`src/rtl/fpx_pkg.sv`:
```
package fpx_pkg;
  localparam int unsigned MASK_W   = 8;
  localparam int unsigned EXT_W    = 16;
  localparam int unsigned CHK_LSB  = 8;
  localparam int unsigned CHK_W    = 5;
  localparam logic [4:0]  CHK_VAL  = 5'b10000;
  localparam int unsigned DIR_BIT  = 13;
endpackage

```
`src/rtl/fpx_decode.sv`:
```
module fpx_decode
  import fpx_pkg::*;
(
  input  logic [EXT_W-1:0]  ext_i,
  output logic              valid_o,
  output logic              store_o,
  output logic [MASK_W-1:0] mask_o
);
  assign mask_o  = ext_i[MASK_W-1:0];
  assign store_o = ext_i[DIR_BIT];
  assign valid_o = (ext_i[CHK_LSB +: CHK_W] == CHK_VAL) && (|mask_o);
endmodule

```
`src/rtl/fpx_pick.sv`:
```
module fpx_pick #(
  parameter int unsigned N  = 8,
  localparam int unsigned IW = $clog2(N)
) (
  input  logic [N-1:0]  mask_i,
  output logic [IW-1:0] idx_o,
  output logic [N-1:0]  rest_o
);
  // highest set bit wins; register index counts up from the top bit
  always_comb begin
    idx_o  = '0;
    rest_o = mask_i;
    for (int i = 0; i < N; i++) begin
      if (mask_i[i]) begin
        idx_o  = IW'(N - 1 - i);
        rest_o = mask_i & ~(N'(1) << i);
      end
    end
  end
endmodule

```
`src/rtl/fpx_addr.sv`:
```
module fpx_addr #(
  parameter int unsigned AW   = 32,
  parameter int unsigned STEP = 8
) (
  input  logic          clk_i,
  input  logic          rst_ni,
  input  logic          load_i,
  input  logic [AW-1:0] base_i,
  input  logic          step_i,
  output logic [AW-1:0] addr_o
);
  always_ff @(posedge clk_i or negedge rst_ni) begin
    if (!rst_ni)     addr_o <= '0;
    else if (load_i) addr_o <= base_i;
    else if (step_i) addr_o <= addr_o + AW'(STEP);
  end
endmodule

```
`src/rtl/fp_xfer_seq.sv`:
```
module fp_xfer_seq
  import fpx_pkg::*;
#(
  parameter int unsigned AW   = 32,
  parameter int unsigned STEP = 8,
  localparam int unsigned IW  = $clog2(MASK_W)
) (
  input  logic             clk_i,
  input  logic             rst_ni,
  input  logic             start_i,
  input  logic [EXT_W-1:0] ext_i,
  input  logic [AW-1:0]    base_i,
  output logic             busy_o,
  output logic             req_o,
  output logic [AW-1:0]    req_addr_o,
  output logic             req_store_o,
  output logic [IW-1:0]    req_reg_o,
  input  logic             ack_i,
  input  logic             fault_i,
  output logic             done_o,
  output logic             fault_o,
  output logic             illegal_o
);
  logic              dec_valid, dec_store;
  logic [MASK_W-1:0] dec_mask, mask_q, rest;
  logic              busy_q, store_q, done_q, fault_q, illegal_q;
  logic              launch, step;

  fpx_decode u_dec (
    .ext_i  (ext_i),
    .valid_o(dec_valid),
    .store_o(dec_store),
    .mask_o (dec_mask)
  );

  fpx_pick #(.N(MASK_W)) u_pick (
    .mask_i(mask_q),
    .idx_o (req_reg_o),
    .rest_o(rest)
  );

  assign launch = start_i && !busy_q && dec_valid;
  // advance only when lower mask bits are still pending
  assign step   = busy_q && ack_i && !fault_i && (|rest);

  fpx_addr #(.AW(AW), .STEP(STEP)) u_addr (
    .clk_i (clk_i),
    .rst_ni(rst_ni),
    .load_i(launch),
    .base_i(base_i),
    .step_i(step),
    .addr_o(req_addr_o)
  );

  always_ff @(posedge clk_i or negedge rst_ni) begin
    if (!rst_ni) begin
      busy_q    <= 1'b0;
      mask_q    <= '0;
      store_q   <= 1'b0;
      done_q    <= 1'b0;
      fault_q   <= 1'b0;
      illegal_q <= 1'b0;
    end else begin
      done_q    <= 1'b0;
      fault_q   <= 1'b0;
      illegal_q <= 1'b0;
      if (!busy_q) begin
        if (start_i) begin
          if (dec_valid) begin
            busy_q  <= 1'b1;
            mask_q  <= dec_mask;
            store_q <= dec_store;
          end else begin
            illegal_q <= 1'b1;
          end
        end
      end else if (fault_i) begin
        busy_q  <= 1'b0;
        mask_q  <= '0;
        fault_q <= 1'b1;
      end else if (ack_i) begin
        mask_q <= rest;
        if (rest == '0) begin
          busy_q <= 1'b0;
          done_q <= 1'b1;
        end
      end
    end
  end

  assign busy_o      = busy_q;
  assign req_o       = busy_q;
  assign req_store_o = store_q;
  assign done_o      = done_q;
  assign fault_o     = fault_q;
  assign illegal_o   = illegal_q;
endmodule

```
`config.mk`:
```
export PLATFORM = sky130hd
export DESIGN_NAME = fp_xfer_seq
export DESIGN_NICKNAME = d
export VERILOG_FILES = /design/src/rtl/fpx_pkg.sv /design/src/rtl/fpx_decode.sv /design/src/rtl/fpx_pick.sv /design/src/rtl/fpx_addr.sv /design/src/rtl/fp_xfer_seq.sv
export SDC_FILE = /design/constraint.sdc
export NUM_CORES = 1
export LEC_CHECK = 0
export BUFFER_PORTS_ARGS = -buffer_cell sky130_fd_sc_hd__buf_2
export CORE_ASPECT_RATIO = 0.9
export CORE_UTILIZATION = 52
export CTS_BUF_LIST = sky130_fd_sc_hd__clkbuf_8
export DETAILED_ROUTE_END_ITERATION = 6
export GPL_ROUTABILITY_DRIVEN = 0
export HOLD_SLACK_MARGIN = 0.12
export PLACE_DENSITY = 0.79
export SLEW_MARGIN = 25
export SYNTH_ARGS = -nofsm -noshare
export SYNTH_HDL_FRONTEND = slang
export SYNTH_SLANG_ARGS = --single-unit
```
`constraint.sdc`:
```
create_clock -name clk_i -period 3.1 [get_ports clk_i]
set_input_delay 0.465 -clock clk_i [delete_from_list [all_inputs] [get_ports clk_i]]
set_output_delay 0.465 -clock clk_i [all_outputs]
set_load 0.01 [all_outputs]
```
==> results of run 1 <==
==> report_power, final <==
group	internal (mW)	switching, mW
logic	0.265	0.317
registers	0.694	0.149
clock network	0.158	0.217
total	1.12	0.683
==> sequential cells by signal (all words and copies together) (netlist names) <==
signal	flops
done_o	1
fault_o	1
busy_o	1
u_addr.addr_o	32
mask_q	8
illegal_o	1
req_store_o	1
==> cells in the final DEF, fill, tap and decap left out, types with 6 or more instances in the layout <==
cell	count
sky130_fd_sc_hd__and3_1	8
sky130_fd_sc_hd__dfrtp_1	45
sky130_fd_sc_hd__nand2_1	48
sky130_fd_sc_hd__nand3_1	6
sky130_fd_sc_hd__o21ai_0	22
sky130_fd_sc_hd__xnor2_1	24
sky130_fd_sc_hd__nor2_1	12
sky130_fd_sc_hd__a2111oi_0	6
sky130_fd_sc_hd__buf_2	90
sky130_fd_sc_hd__o21ai_1	7
sky130_fd_sc_hd__a21oi_1	14
sky130_fd_sc_hd__inv_1	9
sky130_fd_sc_hd__nand4_1	9
sky130_fd_sc_hd__a2111oi_1	10
sky130_fd_sc_hd__a22o_1	7
==> through the flow <==
step | cells | total power, mW | area [um^2] | hold slack [ns] | setup slack (ns)
2_1_floorplan | 299 | 1.207 | 2716 | 0.1694 | 0.9318
3_3_place_gp | 441 | 1.412 | 3208 | 0.4521 | 0.5986
3_5_place_dp | 441 | 1.430 | 3208 | 0.4613 | 0.5650
4_1_cts | 449 | 1.801 | 3299 | 0.3405 | 0.5445
5_1_grt | 449 | 1.913 | 3302 | 0.1877 | 0.2901
6_report | 449 | 1.801 | 3302 | 0.1406 | 0.4948
==> worst max-delay path by stage <==
| stage | startpoint | end | slack, ns |
|---|---|---|---|
| floorplan | ext_i[10] | u_addr.addr_o[10]$_DFFE_PN0P_ | 0.93 |
| global placement | mask_q[7]$_DFFE_PN0P_ | u_addr.addr_o[12]$_DFFE_PN0P_ | 0.60 |
| detailed placement | mask_q[7]$_DFFE_PN0P_ | u_addr.addr_o[15]$_DFFE_PN0P_ | 0.57 |
| global route | mask_q[7]$_DFFE_PN0P_ | u_addr.addr_o[14]$_DFFE_PN0P_ | 0.29 |
| finish | mask_q[7]$_DFFE_PN0P_ | u_addr.addr_o[14]$_DFFE_PN0P_ | 0.49 |
| CTS | mask_q[7]$_DFFE_PN0P_ | u_addr.addr_o[15]$_DFFE_PN0P_ | 0.54 |
==> worst max-delay path, delay by kind of cell, from the launching register on <==
kind,cells,cell delay [ns]
AOI/OAI and AO/OA,3,0.83
xor gates and xnor gates,1,0.18
buffers and inverters,1,0.32
DFF,1,0.48
and+or+nand+nor,1,0.70
==> metal layers <==
layer | GRT usage [%] | up-vias
met2 | 39.86 | 91
met1 | 37.76 | 1239
met5 | 0 | -
li1 | - | 1273
met3 | 5.419 | 10
met4 | 8.025 | 0
==> logic make-up (layout without fill, tap and decap cells) <==
group           count (synthesis)  after routing  synth area share (%)
simple gates                  114            114                 21.93
compound gates                 84             84                 22.02
flops                          45             45                 41.46
buf+inv                        28            113                 5.297
xor+xnor                       24             24                 7.738
fa+ha+maj                       3              3                 1.198
mux                             1              1                0.3685
==> area by class of cell <==
cell class                      instances  area share (%)
Clock buffer                            5           2.084
Clock inverter                          3          0.6821
Inverter                                9           1.023
Multi-Input combinational cell        226           44.26
Sequential cell                        45           34.10
Tap cell                               65           2.463
Timing Repair Buffer                   96           15.38
==> results.md, run 1 <==
* Net Count, Synth at 353
* Inserted Diodes at 0
* Netlist area before placement at 2716 um^2
* Standby leakage power at 1.432 nW
* Share of async-settable or async-resettable flops after synthesis at 100.0%
* RSZ-0062 raised after global routing: no
* Count of flip-flops with a built-in enable after synthesis at 0
* Cells after Synth at 299
* CTS Buf Count at 5
* Fraction of final layout cells with drive strength greater than 1 at 29.17%
* Die width at 78.19 um
* HPWL after DPL at 4864 um
* Fraction of the core area covered by cells at the end of the flow at 67.05%
* Later-pin clock latency in the skew report at 0.31 ns
* Routed vias at 2613
* Number of H-tree levels at 2
* Global-route wire length before repair at 11300 um
* Slew HR at 52.75%
* Die Height at 70.57 um
* Number of distinct library cells after synthesis at 49
* Number of pins exceeding their max-slew limit in the final report at 0
* Routed length per instance at 15.14 um
* Post-detailed-route DRC marker count at 0
* Register-to-register setup slack at 0.49 ns
* Total met2 wirelength after detailed routing at 3108 um
* Starting utilization of the core area at 55.16%
* First DRT Iteration DRCs at 192
* Number of clock sinks at 45
* Part of the Yosys area used for sequential elements at 41.46%
* Syn-to-layout area delta at 21.56%
* Actual slew at the worst max-slew pin at 0.7023 ns
* Quantity of gates resized following cts at 0
* Boundary pin count at 94
* Detailed-router iteration count before antenna repair at 4
* Power density normalized to cell area at 545.5 nW/um^2
* Required time of the critical path at 3.33 ns
* Total gr overflow at 0
* Standard cell with the maximum stage delay on the critical path: sky130_fd_sc_hd__or4_1
* Crit path largest cell delay at 0.70 ns
* Maximum number of pins on one net before global-route repair at 56
* Clock slew at reported path FFs at 0.09 ns
* Final-report setup violation count at 0
* Overall routing resource usage at 26.14%
* Post-detailed-route count of antenna-violating nets at 0
* Maximum frequency from static timing analysis at 383.9 MHz
* Post-CTS Setup Repair Bufs at 0
* Final number of hold-violating endpoints at 0
* Class of the most critical setup path: reg -> reg
* Net count of the finished layout at 437
* Origin of the critical flop-to-flop path: mask_q[7]$_DFFE_PN0P_
* Capture point of the worst reg-to-reg path: u_addr.addr_o[14]$_DFFE_PN0P_
* Detail Route met3 WL at 410 um
* Total negative slack at 0 ns
* Top cell type's share of synthesized area at 41.46%
* Worst IR drop on VDD at 0.3245 mV
* Path type of the worst min-delay path: in -> async
* Fill cell instance count of the final layout at 446
* Routed met1 length at 3187 um
* Status: finished, final reports clean
* Syn avg cell area at 9.085 um^2
* Number of cells on the worst reg-to-reg path at 6
* Maximum net fanout on the critical path at 20
* CTS hold repair buffers at 0
* Combined area of the multi-input logic cells at 1461 um^2
* Kind of start point of the critical path: register
* Top Metal Used: met4
* DR vias/cell at 5.820
* Clock tree from TritonCTS: done
* Cell chain of the critical path: or4_1 > o31ai_4 > buf_4 > a2111oi_0 > xnor2_1 > o21ai_0
* Clk root buf: sky130_fd_sc_hd__clkbuf_8
* Minimum period implied by the final worst setup slack at 2.605 ns
* FF+latch count, synth at 45
* Overall die area at 5517 um^2
* Synth area leaders: sky130_fd_sc_hd__dfrtp_1 41%, sky130_fd_sc_hd__xnor2_1 7.7%, sky130_fd_sc_hd__nand2_1 6.6%, sky130_fd_sc_hd__o21ai_0 4.1%, sky130_fd_sc_hd__a2111oi_1 3.7%
* Synth warn at 0
* Footprint of the flip-flops and latches at 1126 um^2
* Via count of the first global-routing pass at 2385
* Critical Path End Type: register
* Critical Path AT at 2.83 ns
* Number of I/O port buffers at 91
* Maximum root-to-sink buffer count at 2
* Most frequent cell after synthesis: sky130_fd_sc_hd__nand2_1
* Max cap viols at 0
* Fin crit share at 84.04%
* Std cell rows at 24
* Wire length reported by the detailed router at 6798 um
* Skew final at 0.007313 ns
* Area of the core at 4925 um^2
* Flip-flop cell with the highest count after synthesis: sky130_fd_sc_hd__dfrtp_1
* Most area-hungry cell type in the Yosys netlist: sky130_fd_sc_hd__dfrtp_1
* Antenna violations before repair at 0
* Ranking of synthesized cells by instance count: 48 x sky130_fd_sc_hd__nand2_1, 45 x sky130_fd_sc_hd__dfrtp_1, 24 x sky130_fd_sc_hd__xnor2_1, 22 x sky130_fd_sc_hd__o21ai_0, 14 x sky130_fd_sc_hd__a21oi_1
(Power assumes the default switching activity.)
==> run 2: changes to the inputs <==
CORE_UTILIZATION = 47   (was 52)
PLACE_DENSITY = 0.75   (was 0.79)
clock period = 2.15 ns   (was 3.1 ns; I/O delays follow)
==> run 2 against run 1 <==
  * Non-clock buffer count is 25 higher
  * Flip-flop and latch count stayed put
  * Sequential share of layout area is 2.3 points lower
  * Via count is 4.1% higher
  * First-iteration DRC count is 22% higher
  * Routed wire length is 3.8% higher
  * Count of clock-buffer cells in the layout is 1 higher
  * Combinational power is 74% higher
  * Clock power is 40% higher
  * Design area is 7.1% higher
  * Cell count is 5.8% higher
  * Highest routed layer unchanged
==> results.md, run 2 (synthesized netlist as in run 1, its figures left out) <==
* Hold Slack at 0.2112 ns (+0.07063 ns)
* HPWL after DPL at 5314 um (+9.3%)
* Starting utilization of the core area at 50.20% (-5.0 points)
* Standby leakage power at 1.588 nW (+11%)
* Cell Area, Placed at 3421 um^2 (+6.6%)
* RSZ-0062 raised after global routing: no
* Clock power frac at 19.3% (-1.6 points)
* Total negative slack at 0 ns (unchanged)
* Clock slew at reported path FFs at 0.08 ns (about the same)
* Cell chain of the critical path: or4_1 > o31ai_4 > buf_4 > and2_4 > nor4_1 > o31a_1
* Critical Path End Type: register
* Final-report setup violation count at 0 (unchanged)
* Number of placed instances with taps included at 466 (+5.7%)
* Post-detailed-route count of antenna-violating nets at 0 (unchanged)
* Global-route wire length before repair at 11400 um (+0.85%)
* Number of I/O port buffers at 91 (unchanged)
* Maximum net fanout on the critical path at 8 (-60%)
* Path type of the worst min-delay path: in -> reg
* Crit path largest cell delay at 0.58 ns (-0.12 ns)
* Post-detailed-route DRC marker count at 0 (unchanged)
* Registers with the most flip-flops: u_addr.addr_o: 32 flops, mask_q: 8 flops
* Power consumption at 2.720 mW (+51%)
* Status: finished, final reports clean
* DR vias/cell at 5.728 (-1.6%)
* Number of pins exceeding their max-slew limit in the final report at 0 (unchanged)
* Critical Path AT at 2.28 ns (-0.55 ns)
* Post-CTS Setup Repair Bufs at 0 (unchanged)
* Power density normalized to cell area at 768.9 nW/um^2 (+41%)
* Final number of hold-violating endpoints at 0 (unchanged)
* Fill cell instance count of the final layout at 476 (+6.7%)
* Routed vias at 2721 (+4.1%)
* Antenna violations before repair at 0 (unchanged)
* CTS Buf Count at 5 (unchanged)
* Fraction of the core area covered by cells at the end of the flow at 65.36% (-1.7 points)
* Detailed-router iteration count before antenna repair at 5 (+1)
* Register with the most flip-flops: u_addr.addr_o
* Power spent charging and discharging nets at 991.2 uW (+45%)
* Fin crit share at 97.28% (+13 points)
* Overall routing resource usage at 24.50% (-1.6 points)
* Die width at 82.14 um (+5.1%)
* Wire length reported by the detailed router at 7053 um (+3.8%)
* Number of clock sinks at 45 (unchanged)
* Slew HR at 56.35% (+3.6 points)
* Worst IR drop on VDD at 0.4399 mV (+36%)
* Area of the core at 5411 um^2 (+9.9%)
* Final instance count without filler cells at 475 (+5.8%)
* Maximum frequency from static timing analysis at 478.1 MHz (+25%)
* Overall die area at 6088 um^2 (+10%)
* Minimum period implied by the final worst setup slack at 2.092 ns (-0.5136 ns)
* Leading cell types in the layout, fill and taps excluded: 91 x sky130_fd_sc_hd__buf_2, 48 x sky130_fd_sc_hd__nand2_1, 45 x sky130_fd_sc_hd__dfrtp_1
* Syn-to-layout area delta at 30.22%
* Crit path max-delay family: simple AND/OR/NAND/NOR gates
* Maximum number of pins on one net before global-route repair at 33 (-41%)
* Net count of the finished layout at 462 (+5.7%)
* Routed length per instance at 14.85 um (-1.9%)
* Std cell rows at 25 (+4.2%)
* Worst slack after detailed placement at -0.09073 ns (-0.6558 ns)
* Fin area at 3537 um^2 (+7.1%)
* Kind of start point of the critical path: register
* Boundary pin count at 94 (unchanged)
* Fraction of final layout cells with drive strength greater than 1 at 33.09% (+3.9 points)
* First DRT Iteration DRCs at 235 (+22%)
* Internal power at 1.728 mW (+55%)
* Die Height at 74.12 um (+5.0%)
* Required time of the critical path at 2.34 ns (-0.99 ns)
* Flop pwr share at 43.5% (-3.3 points)
* Minimum setup slack in the final design at 0.05839 ns (-0.4364 ns)
* Comb power frac at 37.2% (+4.9 points)
* Clk root buf: sky130_fd_sc_hd__clkbuf_8
* Actual slew at the worst max-slew pin at 0.6383 ns (-0.06401 ns)
* Later-pin clock latency in the skew report at 0.30 ns (about the same)
* Share of total power consumed by net switching at 36.45% (-1.5 points)
* Worst path bufs/invs at 1 (unchanged)
* Class of the most critical setup path: reg -> reg
* Standard cell with the maximum stage delay on the critical path: sky130_fd_sc_hd__or4_1
* Max reg flops at 32 (unchanged)
* Inserted Diodes at 0 (unchanged)
* Clock tree from TritonCTS: done
* Maximum root-to-sink buffer count at 2 (unchanged)
* Number of H-tree levels at 2 (unchanged)
* Skew final at 0.008595 ns (+0.001282 ns)
* Total gr overflow at 0 (unchanged)
* Via count of the first global-routing pass at 2447 (+2.6%)
* Max cap viols at 0 (unchanged)
* Leading cell type in the layout, fill and taps excluded: sky130_fd_sc_hd__buf_2
## run 2: cell types whose count changed in the layout (fill, tap and decap cells not counted), sizes merged
cell,previous run,this run
buf,96,119
clkinvlp,3,0
clkbuf,5,7
dlygate4sd3,0,1
inv,9,10
## run 2: path summary, 6_finish.rpt
check	startpoint	cells past startpoint	endpoint	slack, ns
max	mask_q[4]$_DFFE_PN0P_	6	u_addr.addr_o[27]$_DFFE_PN0P_	0.06
min	ext_i[13]	3	req_store_o$_DFFE_PN0P_	0.21
max reg2reg	mask_q[4]$_DFFE_PN0P_	6	u_addr.addr_o[27]$_DFFE_PN0P_	0.06
min reg2reg	u_addr.addr_o[2]$_DFFE_PN0P_	2	u_addr.addr_o[2]$_DFFE_PN0P_	0.47
max in group asynchronous	rst_ni	3	u_addr.addr_o[8]$_DFFE_PN0P_	1.10
min in group asynchronous	rst_ni	2	fault_o$_DFF_PN0_	0.53
## run 2: final cells by class
cell class | instances | area (um^2) | share of cell area, %
clock buffers | 6 | 82.58 | 2.335
clock inverters | 1 | 3.754 | 0.1061
inverters | 9 | 33.78 | 0.9551
multi-input cells | 226 | 1470 | 41.56
flip-flops and latches | 45 | 1126 | 31.84
well taps | 67 | 83.83 | 2.370
repair buffers | 121 | 737.0 | 20.83
## run 2: worst register-to-register path, stage by stage, from the launching register on
cell and delay (ns):
sky130_fd_sc_hd__dfrtp_1 0.40, sky130_fd_sc_hd__or4_1 0.58, sky130_fd_sc_hd__o31ai_4 0.30, sky130_fd_sc_hd__buf_4 0.22, sky130_fd_sc_hd__and2_4 0.18, sky130_fd_sc_hd__nor4_1 0.06
sky130_fd_sc_hd__o31a_1 0.25
## run 2: timing repair
item | in CTS | in global routing
hold endpoints to repair | 22 | 0
setup endpoints to repair | 0 | 9
hold buffers | 1 | 0
gates resized for setup | 0 | 4
## run 2: layer usage
metal / GRT usage, % / part of all wire [%]
met1: 34.60 / 45
met2: 38.20 / 46
met3: 3.804 / 7.1
met4: 8.577 / 1.6
met5: 0 / 0
## run 2: power by group through the flow
stage | clock [mW] | sequential (mW) | combinational (mW)
after floorplan | 0 | 1.23 | 0.512
after global placement | 0 | 1.18 | 0.951
after detailed placement | 0 | 1.19 | 0.977
after CTS | 0.539 | 1.18 | 0.982
after global routing | 0.563 | 1.21 | 1.11
final | 0.526 | 1.18 | 1.01
